==> src/rtl/pic_pkg.sv <==
package pic_pkg;
  typedef enum logic [1:0] {
    SEQ_READY,
    SEQ_BASE,
    SEQ_CASC,
    SEQ_MODE
  } init_state_e;

  localparam logic [2:0] OP_SPEC_EOI = 3'b011;
endpackage

==> src/rtl/pic_regs.sv <==
module pic_regs
  import pic_pkg::*;
#(
  parameter int DW   = 8,
  parameter int N_IN = 8,
  localparam int IDX_W = $clog2(N_IN)
) (
  input  logic              clk_i,
  input  logic              rst_ni,
  input  logic              wr_en_i,
  input  logic              addr_i,
  input  logic [DW-1:0]     wdata_i,
  output logic [N_IN-1:0]   imr_o,
  output logic [DW-1:IDX_W] base_hi_o,
  output logic [DW-1:0]     cas_cfg_o,
  output logic              single_o,
  output logic              aeoi_o,
  output logic              rd_isr_o,
  output logic              eoi_valid_o,
  output logic [IDX_W-1:0]  eoi_idx_o
);
  init_state_e         state_q;
  logic [N_IN-1:0]     imr_q;
  logic [DW-1:IDX_W]   base_q;
  logic [DW-1:0]       cas_q;
  logic                single_q, need_mode_q, aeoi_q, rd_isr_q;
  logic                cmd_wr, dat_wr, init_start, ocw3_wr;

  assign cmd_wr     = wr_en_i & ~addr_i;
  assign dat_wr     = wr_en_i & addr_i;
  assign init_start = cmd_wr & wdata_i[4];
  assign ocw3_wr    = cmd_wr & (wdata_i[4:3] == 2'b01) & (state_q == SEQ_READY);

  always_ff @(posedge clk_i or negedge rst_ni) begin
    if (!rst_ni) begin
      state_q     <= SEQ_READY;
      imr_q       <= '1;
      base_q      <= '0;
      cas_q       <= '0;
      single_q    <= 1'b1;
      need_mode_q <= 1'b0;
      aeoi_q      <= 1'b0;
      rd_isr_q    <= 1'b0;
    end else if (init_start) begin
      state_q     <= SEQ_BASE;
      imr_q       <= '0;
      rd_isr_q    <= 1'b0;
      aeoi_q      <= 1'b0;
      single_q    <= wdata_i[1];
      need_mode_q <= wdata_i[0];
    end else if (dat_wr) begin
      unique case (state_q)
        SEQ_READY: imr_q <= wdata_i[N_IN-1:0];
        SEQ_BASE: begin
          base_q <= wdata_i[DW-1:IDX_W];
          if (!single_q)       state_q <= SEQ_CASC;
          else if (need_mode_q) state_q <= SEQ_MODE;
          else                 state_q <= SEQ_READY;
        end
        SEQ_CASC: begin
          cas_q   <= wdata_i;
          state_q <= need_mode_q ? SEQ_MODE : SEQ_READY;
        end
        SEQ_MODE: begin
          aeoi_q  <= wdata_i[1];
          state_q <= SEQ_READY;
        end
        default: state_q <= SEQ_READY;
      endcase
    end else if (ocw3_wr && wdata_i[1]) begin
      rd_isr_q <= wdata_i[0];
    end
  end

  assign eoi_valid_o = cmd_wr & (wdata_i[4:3] == 2'b00) &
                       (wdata_i[7:5] == OP_SPEC_EOI) & (state_q == SEQ_READY);
  assign eoi_idx_o   = wdata_i[IDX_W-1:0];
  assign imr_o       = imr_q;
  assign base_hi_o   = base_q;
  assign cas_cfg_o   = cas_q;
  assign single_o    = single_q;
  assign aeoi_o      = aeoi_q;
  assign rd_isr_o    = rd_isr_q;

  assert_init_clears_mask_R1: assert property (@(posedge clk_i) disable iff (!rst_ni)
    init_start |=> (state_q == SEQ_BASE) && (imr_q == '0) && !rd_isr_q);

  assert_mask_load_R7: assert property (@(posedge clk_i) disable iff (!rst_ni)
    (dat_wr && state_q == SEQ_READY) |=> imr_q == $past(wdata_i[N_IN-1:0]));

  assert_read_select_R6: assert property (@(posedge clk_i) disable iff (!rst_ni)
    (ocw3_wr && wdata_i[1]) |=> rd_isr_q == $past(wdata_i[0]));
endmodule

==> src/rtl/pic_prio.sv <==
module pic_prio #(
  parameter int N_IN = 8,
  localparam int IDX_W = $clog2(N_IN)
) (
  input  logic [N_IN-1:0]  irr_i,
  input  logic [N_IN-1:0]  imr_i,
  input  logic [N_IN-1:0]  isr_i,
  output logic             cand_valid_o,
  output logic [IDX_W-1:0] cand_idx_o
);
  logic shadow;

  // index 0 highest; an in-service bit blocks itself and every lower priority
  always_comb begin
    shadow       = 1'b0;
    cand_valid_o = 1'b0;
    cand_idx_o   = '0;
    for (int i = 0; i < N_IN; i++) begin
      if (isr_i[i]) shadow = 1'b1;
      if (!shadow && !cand_valid_o && irr_i[i] && !imr_i[i]) begin
        cand_valid_o = 1'b1;
        cand_idx_o   = IDX_W'(i);
      end
    end
  end
endmodule

==> src/rtl/pic_service.sv <==
module pic_service #(
  parameter int DW   = 8,
  parameter int N_IN = 8,
  localparam int IDX_W = $clog2(N_IN)
) (
  input  logic              clk_i,
  input  logic              rst_ni,
  input  logic [N_IN-1:0]   irq_i,
  input  logic              ack_i,
  input  logic              role_master_i,
  input  logic [IDX_W-1:0]  cas_i,
  input  logic              single_i,
  input  logic [DW-1:0]     cas_cfg_i,
  input  logic              aeoi_i,
  input  logic [DW-1:IDX_W] base_hi_i,
  input  logic              eoi_valid_i,
  input  logic [IDX_W-1:0]  eoi_idx_i,
  input  logic              cand_valid_i,
  input  logic [IDX_W-1:0]  cand_idx_i,
  output logic [N_IN-1:0]   irr_o,
  output logic [N_IN-1:0]   isr_o,
  output logic [DW-1:0]     vec_o,
  output logic              vec_valid_o,
  output logic [IDX_W-1:0]  cas_o,
  output logic              cas_en_o
);
  logic [N_IN-1:0]  irq_q, irr_q, isr_q;
  logic [N_IN-1:0]  rise, take_mask, eoi_mask;
  logic             ack_hit, take, route_slave;
  logic [IDX_W-1:0] sel;
  logic [DW-1:0]    vec_q;
  logic             vec_valid_q, cas_en_q;
  logic [IDX_W-1:0] cas_q;

  assign ack_hit     = ack_i & (role_master_i | single_i | (cas_i == cas_cfg_i[IDX_W-1:0]));
  assign take        = ack_hit & cand_valid_i;
  assign route_slave = take & role_master_i & ~single_i & cas_cfg_i[cand_idx_i];
  assign sel         = cand_valid_i ? cand_idx_i : IDX_W'(N_IN - 1);
  assign rise        = irq_i & ~irq_q;
  assign take_mask   = take ? (N_IN'(1) << cand_idx_i) : '0;
  assign eoi_mask    = eoi_valid_i ? (N_IN'(1) << eoi_idx_i) : '0;

  always_ff @(posedge clk_i or negedge rst_ni) begin
    if (!rst_ni) begin
      irq_q       <= '0;
      irr_q       <= '0;
      isr_q       <= '0;
      vec_q       <= '0;
      vec_valid_q <= 1'b0;
      cas_en_q    <= 1'b0;
      cas_q       <= '0;
    end else begin
      irq_q       <= irq_i;
      irr_q       <= (irr_q | rise) & irq_i & ~take_mask;
      isr_q       <= (isr_q & ~eoi_mask) | (aeoi_i ? '0 : take_mask);
      vec_valid_q <= ack_hit & ~route_slave;
      vec_q       <= {base_hi_i, sel};
      cas_en_q    <= route_slave;
      cas_q       <= cand_idx_i;
    end
  end

  assign irr_o       = irr_q;
  assign isr_o       = isr_q;
  assign vec_o       = vec_q;
  assign vec_valid_o = vec_valid_q;
  assign cas_o       = cas_q;
  assign cas_en_o    = cas_en_q;

  assert_irr_follows_line_R10: assert property (@(posedge clk_i) disable iff (!rst_ni)
    (irr_q & ~irq_q) == '0);

  assert_spurious_keeps_isr_R8: assert property (@(posedge clk_i) disable iff (!rst_ni)
    (ack_hit && !cand_valid_i && !eoi_valid_i) |=> isr_q == $past(isr_q));

  assert_auto_eoi_keeps_isr_R4: assert property (@(posedge clk_i) disable iff (!rst_ni)
    (take && aeoi_i && !eoi_valid_i) |=> isr_q == $past(isr_q));

  assert_spec_eoi_clears_R5: assert property (@(posedge clk_i) disable iff (!rst_ni)
    (eoi_valid_i && !(take && cand_idx_i == eoi_idx_i)) |=> !isr_q[$past(eoi_idx_i)]);

  assert_slave_route_R3: assert property (@(posedge clk_i) disable iff (!rst_ni)
    route_slave |=> cas_en_o && !vec_valid_o && (cas_o == $past(cand_idx_i)));
endmodule

==> src/rtl/pic_top.sv <==
module pic_top #(
  parameter int DW   = 8,
  parameter int N_IN = 8,
  localparam int IDX_W = $clog2(N_IN)
) (
  input  logic             clk_i,
  input  logic             rst_ni,
  input  logic             wr_en_i,
  input  logic             addr_i,
  input  logic [DW-1:0]    wdata_i,
  output logic [DW-1:0]    rdata_o,
  input  logic [N_IN-1:0]  irq_i,
  input  logic             role_master_i,
  output logic             int_o,
  input  logic             ack_i,
  input  logic [IDX_W-1:0] cas_i,
  output logic [IDX_W-1:0] cas_o,
  output logic             cas_en_o,
  output logic [DW-1:0]    vec_o,
  output logic             vec_valid_o
);
  logic [N_IN-1:0]   imr, irr, isr;
  logic [DW-1:IDX_W] base_hi;
  logic [DW-1:0]     cas_cfg;
  logic              single, aeoi, rd_isr, eoi_valid, cand_valid;
  logic [IDX_W-1:0]  eoi_idx, cand_idx;

  pic_regs #(.DW(DW), .N_IN(N_IN)) u_regs (
    .clk_i      (clk_i),
    .rst_ni     (rst_ni),
    .wr_en_i    (wr_en_i),
    .addr_i     (addr_i),
    .wdata_i    (wdata_i),
    .imr_o      (imr),
    .base_hi_o  (base_hi),
    .cas_cfg_o  (cas_cfg),
    .single_o   (single),
    .aeoi_o     (aeoi),
    .rd_isr_o   (rd_isr),
    .eoi_valid_o(eoi_valid),
    .eoi_idx_o  (eoi_idx)
  );

  pic_prio #(.N_IN(N_IN)) u_prio (
    .irr_i       (irr),
    .imr_i       (imr),
    .isr_i       (isr),
    .cand_valid_o(cand_valid),
    .cand_idx_o  (cand_idx)
  );

  pic_service #(.DW(DW), .N_IN(N_IN)) u_service (
    .clk_i        (clk_i),
    .rst_ni       (rst_ni),
    .irq_i        (irq_i),
    .ack_i        (ack_i),
    .role_master_i(role_master_i),
    .cas_i        (cas_i),
    .single_i     (single),
    .cas_cfg_i    (cas_cfg),
    .aeoi_i       (aeoi),
    .base_hi_i    (base_hi),
    .eoi_valid_i  (eoi_valid),
    .eoi_idx_i    (eoi_idx),
    .cand_valid_i (cand_valid),
    .cand_idx_i   (cand_idx),
    .irr_o        (irr),
    .isr_o        (isr),
    .vec_o        (vec_o),
    .vec_valid_o  (vec_valid_o),
    .cas_o        (cas_o),
    .cas_en_o     (cas_en_o)
  );

  assign int_o = cand_valid;

  always_comb begin
    if (addr_i)      rdata_o = DW'(imr);
    else if (rd_isr) rdata_o = DW'(isr);
    else             rdata_o = DW'(irr);
  end

  assert_int_needs_unmasked_R9: assert property (@(posedge clk_i) disable iff (!rst_ni)
    int_o |-> (irr & ~imr) != '0);

  assert_int_above_service_R9: assert property (@(posedge clk_i) disable iff (!rst_ni)
    int_o |-> !isr[cand_idx]);
endmodule

==> config.mk <==
export PLATFORM = sky130hd
export DESIGN_NAME = pic_top
export DESIGN_NICKNAME = d
export VERILOG_FILES = /design/src/rtl/pic_pkg.sv /design/src/rtl/pic_regs.sv /design/src/rtl/pic_prio.sv /design/src/rtl/pic_service.sv /design/src/rtl/pic_top.sv
export SDC_FILE = /design/constraint.sdc
export NUM_CORES = 1
export LEC_CHECK = 0
export BUFFER_PORTS_ARGS = -buffer_cell sky130_fd_sc_hd__buf_2
export CAP_MARGIN = 40
export CORE_MARGIN = 3
export CORE_UTILIZATION = 28
export DETAILED_ROUTE_END_ITERATION = 12
export PLACE_DENSITY = 0.48
export SETUP_SLACK_MARGIN = 0.1
export SYNTH_ARGS = -nofsm -noshare
export SYNTH_HDL_FRONTEND = slang
export SYNTH_SLANG_ARGS = --single-unit
==> constraint.sdc <==
create_clock -name clk_i -period 3.1 [get_ports clk_i]
set_clock_uncertainty 0.05 [all_clocks]
set_input_delay 0.465 -clock clk_i [delete_from_list [all_inputs] [get_ports clk_i]]
set_output_delay 0.465 -clock clk_i [all_outputs]
set_load 0.02 [all_outputs]
Word-level counts from Yosys, hierarchy flattened
Cells that the tools add are included.

Register bits: 64. Word-level logic and storage cells: 159.

$lt $le $gt $ge: 1. Equality and inequality tests: 7. Shifts and indexed selects: 2. Muxes and demuxes: 45. Bitwise gates (word level): 29. Reductions and logical operators: 60.

Operators by type and width (number): two-way mux 8 bit (8); AND 8 bit (4); logical AND 1 bit (24); two-way mux 1 bit (24); NOT 8 bit (3); zero test 1 bit (23); OR 8 bit (2); left shift 1 x 3 -> 8 bit, first input constant (2); two-way mux 3 bit (5); AND 1 bit (14); two-way mux 2 bit (6); AND reduction 2 bit (4); nonzero test 2 bit (4); one-hot mux 2 bit (3 select lines) (1); AND reduction 3 bit (2); equality test 2 x 1 -> 1 bit, second input constant (2); equality test 2 bit, second input constant (2); zero test 2 bit (2); less-than comparator 3 x 4 -> 1 bit, second input constant (1); NOT 1 bit (4); nonzero test 4 bit (1); binary-select mux 1 bit (select 3 bit) (1); equality test 3 x 2 -> 1 bit, second input constant (1); equality test 3 bit (1); 2 further kinds (3).

Logic depth before layout (Yosys ltp)
Depth after elaboration: 46. Mapped depth: 8.

Cells and area by module
A second synthesis with hierarchy kept.

Cell total of the unflattened synthesis: 278. Area, all modules: 3050.4 um^2.

By module, submodules not included: pic_service (instances 1, cells each 115, area an instance 1433.9 um^2); pic_regs (instances 1, cells each 109, area an instance 1258.7 um^2); pic_prio (instances 1, cells each 28, area an instance 185.2 um^2); pic_top (instances 1, cells each 26, area an instance 172.7 um^2).

Least setup slack after synthesis
OpenSTA, ideal clock, no wires.

Kind: register -> register. Start: register u_service.isr_q[0] (netlist: u_service.isr_o[0]). End: register u_service.vec_valid_q (netlist: u_service.vec_valid_o). Arrival: 2417 ps. Data required time: 2930 ps. Slack: 514 ps. Stages on the path, launching flop included: 9. Period minus slack after synthesis: 2586 ps. Path through: dfrtp_1 -> or4_1 -> buf_2 -> or3_1 -> nor2b_1 -> o31ai_1 -> a2111oi_4 -> o21ai_1 -> and3b_1.

Word-level cells in the longest chain between the ends: 46. Elaborated cells on any way between the ends: 69. Those cells by class: mux (25); bitwise (6); reduce/logical (38).

Ends and longest elaborated chain: start: declaration (line pic_service.sv:27) `logic [N_IN-1:0] irq_q, irr_q, isr_q;`; start signal: assignment (line pic_service.sv:55) `isr_q <= (isr_q & ~eoi_mask) | (aeoi_i ? '0 : take_mask);`; two-way mux 1 bit * (line pic_prio.sv:19) `if (isr_i[i]) shadow = 1'b1;`; branches (longest 42 deep; another with zero test 1 bit); AND 1 bit * (line pic_service.sv:37) `assign route_slave = take & role_master_i & ~single_i & cas_cfg_i[cand_idx_i];`; NOT 1 bit * (line pic_service.sv:56) `vec_valid_q <= ack_hit & ~route_slave;`; AND 1 bit * (line pic_service.sv:56); end signal: assignment (line pic_service.sv:56); end: declaration (line pic_service.sv:32) `logic vec_valid_q, cas_en_q;`.

Every way passes the cells marked *. The select of a mux whose other input is x is not followed. A chain may end at the register's enable or synchronous reset.

Final worst setup path
Start: register u_service.isr_q[0] (netlist: u_service.isr_o[0]). End: output int_o.

Word-level cells in the longest chain between the ends: 40. Elaborated cells on any way between the ends: 54. Those cells by class: mux (16); reduce/logical (38).

Ends and longest elaborated chain: two-way mux 1 bit * (line pic_prio.sv:19); zero test 1 bit (line pic_prio.sv:20) `if (!shadow && !cand_valid_o && irr_i[i] && !imr_i[i]) begin`; logical AND 1 bit (2 in series) (line pic_prio.sv:20); two-way mux 1 bit (line pic_prio.sv:20); zero test 1 bit (line pic_prio.sv:20); logical AND 1 bit (3 in series) (line pic_prio.sv:20); two-way mux 1 bit (line pic_prio.sv:20); zero test 1 bit (line pic_prio.sv:20); [... 15 more ...]; logical AND 1 bit (3 in series) (line pic_prio.sv:20); two-way mux 1 bit (line pic_prio.sv:20); zero test 1 bit (line pic_prio.sv:20); logical AND 1 bit (3 in series) (line pic_prio.sv:20); two-way mux 1 bit (line pic_prio.sv:20); zero test 1 bit (line pic_prio.sv:20); logical AND 1 bit (3 in series) (line pic_prio.sv:20); two-way mux 1 bit * (line pic_prio.sv:20); end: declaration (line pic_top.sv:14) `output logic int_o,`.

Every way passes the cells marked *; elsewhere a longest branch is shown, timed or not.

==> results_dict.tcl <==
set metrics [dict create \
    startpoint_type "flop" \
    start_util 0.294 \
    path_class "reg -> out" \
    stdcell_count 492 \
    hold_buffers 0 \
    htreeDepth 3 \
    fin_util 0.353 \
    min_path_type "in -> async" \
    ir_drop_uv 453 \
    cap_violations 0 \
    crit_start "u_service.isr_o[0]" \
    drv_slew 0 \
    row_count 37 \
    syn_nets 328 \
    power.internal_mw 1.98 \
    drc 0 \
    ys_top_cells_by_area "dfrtp_1 44%, dfstp_2 7.6%, o21ai_0 7.1%" \
    p_seq_frac 0.439 \
    antenna_found_initial 0 \
    gp_congestion 0.922 \
    cts.clk_slew.worst_paths_ns 0.07 \
    power.density_nw_per_um2 837 \
    crit_fanout 9 \
    grt_pass1_wl_microns 13500 \
    yosysSeqAreaShare 0.520 \
    top_usage_layer "met2" \
    period_needed_ns 2.76 \
    area_growth_pct 20.4 \
    first_iter_violations 91 \
    die_h_microns 111 \
    use_met2 0.206 \
    grt_use_met3 0.0415 \
    fin_area_sq_um 3730 \
    yosysMostFrequentCell "dfrtp_1" \
    antenna_left 0 \
    finalSetupViolations 0 \
    grt_pass1_vias 2461 \
    vias_per_cell 4.97 \
    dp_slack_ns 0.235 \
    coreArea_sq_um 10600 \
    power_frac_clock 0.237 \
    switching_share 0.365 \
    pwr-share-comb 0.324 \
    ys.warnings.count 0 \
    cts_made_buffers 9 \
    ys_ff_latch 64 \
    cts_root_buf "clkbuf_8" \
    r2r_slack_ns 0.37 \
    vias 2444 \
    numClockSinks 64 \
    synth.cell_area_sq_um 3100 \
    grt_use_met1 0.193 \
    p_switching_mw 1.14 \
    post-cts-setup-buffers 0 \
    drive_above_1_share 0.289 \
    slew_headroom 0.516 \
    die_x_microns 111 \
    finalCritPeriodShare 0.891 \
    dr.pass1.iters 4 \
    die-area_sq_um 12400 \
    tritoncts "yes" \
    fmax_mhz 362 \
    synth_top_cell_area_share 0.444 \
    crit_required_ns 2.58 \
    arrival_ns 2.25 \
    grt_max_degree 65 \
    hold_violations 0 \
    fin_ws_ns 0.339 \
    placed_cell_area_sq_um 3510 \
    syn_avg_cell_area_sq_um 10.4 \
    outcome "finished clean" \
    cts_resized 0 \
    synthTopCellsByCount "55 x dfrtp_1, 44 x o21ai_0, 26 x inv_1" \
    portBuffers 46 \
    grt_use_total 0.139 \
    grt_setup_unrepaired "false" \
    reg2reg_from "u_service.isr_o[0]" \
    tightest_slew_ns 0.721 \
    async_reset_ff_frac 1.00 \
    wl_per_cell_microns 16.8 \
    synth_cells 299 \
    p_leak_nw 1.65 \
    fin_nets 380 \
    clock_path_buffers 2 \
    synth_edf_count 0 \
    fillers 1085 \
    endpoint_kind "output port" \
    ios 47 \
    gr-total-overflow 0 \
    synth_ff_type "dfrtp_1" \
    n_antenna_cell 0 \
    insertion_delay_ns 0.35 \
    fin_tns_setup_ns 0 \
    hpwl_microns 6030 \
    synth_cell_types 50 \
    placed_cells 476 \
    finalWirelength_microns 8270 \
    synth.largest_area_cell "dfrtp_1" \
]
-- power groups by stage --
stage               logic, mW  registers [mW]  clock network (mW)
floorplan               0.652            1.38                   0
global placement         1.01            1.38                   0
detailed placement       1.01            1.38                   0
CTS                      1.02            1.37               0.770
global route             1.13            1.42               0.805
finish                   1.01            1.37               0.739
-- worst paths after layout --
| kind | end | depth (start not counted) |
|---|---|---|
| worst min register to register | u_service.vec_o[3] | 0 |
| worst max-delay path | int_o | 5 |
| worst min-delay path | u_service.isr_o[3] | 2 |
| max in group asynchronous | u_regs.imr_o[2] | 2 |
| min in group clk_i | u_service.irq_q[6] | 1 |
| worst max register to register | u_service.vec_valid_o | 7 |
-- per-stage QoR --
stage,total power [mW],hold WS [ns]
after floorplan,2.03,0.119
after global routing,3.35,0.0918
after detailed placement,2.40,0.309
final,3.12,0.0752
after CTS,3.16,0.0800
after global placement,2.38,0.305
-- cells in the final DEF (no fill, tap or decap), types with 8 or more instances in the layout --
cell      instances
dfrtp_1          55
mux2i_1           8
inv_1            26
nand2_1          19
nand3_1          13
dfstp_2           9
o21ai_0          44
mux2_2           15
a21oi_1          13
nand2b_1         11
a22o_1            9
nor2_1            8
clkbuf_8         11
buf_2            46
-- cells by family (layout without fill, tap and decap cells) --
group	count (synthesis)	after routing	share of synthesized area
simple gates	77	77	0.136
fa+ha+maj	4	4	0.0161
xor+xnor	3	3	0.00848
compound gates	92	92	0.194
buf+inv	36	93	0.0440
mux	23	23	0.0803
flops	64	64	0.520
-- layout make-up --
cell class              count  area, sq um  share of cell area
repair buffers             51          280              0.0751
inverters                  26         97.6              0.0262
well taps                 136          170              0.0456
flip-flops and latches     64         1610               0.432
clock inverters             5         55.1              0.0148
multi-input cells         199         1360               0.366
clock buffers              11          151              0.0406
-- metal layers --
layer | vias up | wire [microns] | share of wire
li1 | 1180 | - | -
met1 | 1194 | 4090 | 0.49
met2 | 63 | 3670 | 0.44
met3 | 7 | 410 | 0.050
met4 | 0 | 97 | 0.012
met5 | - | 0 | 0
-- sequential cells by signal (all words and copies together) (netlist names) --
| name | cells |
|---|---|
| u_regs.aeoi_o | 1 |
| u_regs.base_hi_o | 5 |
| u_regs.cas_cfg_o | 8 |
| u_regs.imr_o | 8 |
| u_regs.need_mode_q | 1 |
| u_regs.rd_isr_o | 1 |
| u_regs.single_o | 1 |
| u_regs.state_q | 2 |
| u_service.cas_en_o | 1 |
| u_service.cas_o | 3 |
| u_service.irq_q | 8 |
| u_service.irr_o | 8 |
| u_service.isr_o | 8 |
| u_service.vec_o | 8 |
| u_service.vec_valid_o | 1 |
-- worst max-delay path: stages (launching register included) --
cell     delay, ns
dfrtp_1       0.45
or4_4         0.63
o32a_1        0.27
nand2_1       0.23
or3_1         0.16
buf_2         0.16
Note: power is estimated with default switching activity, not from simulation.
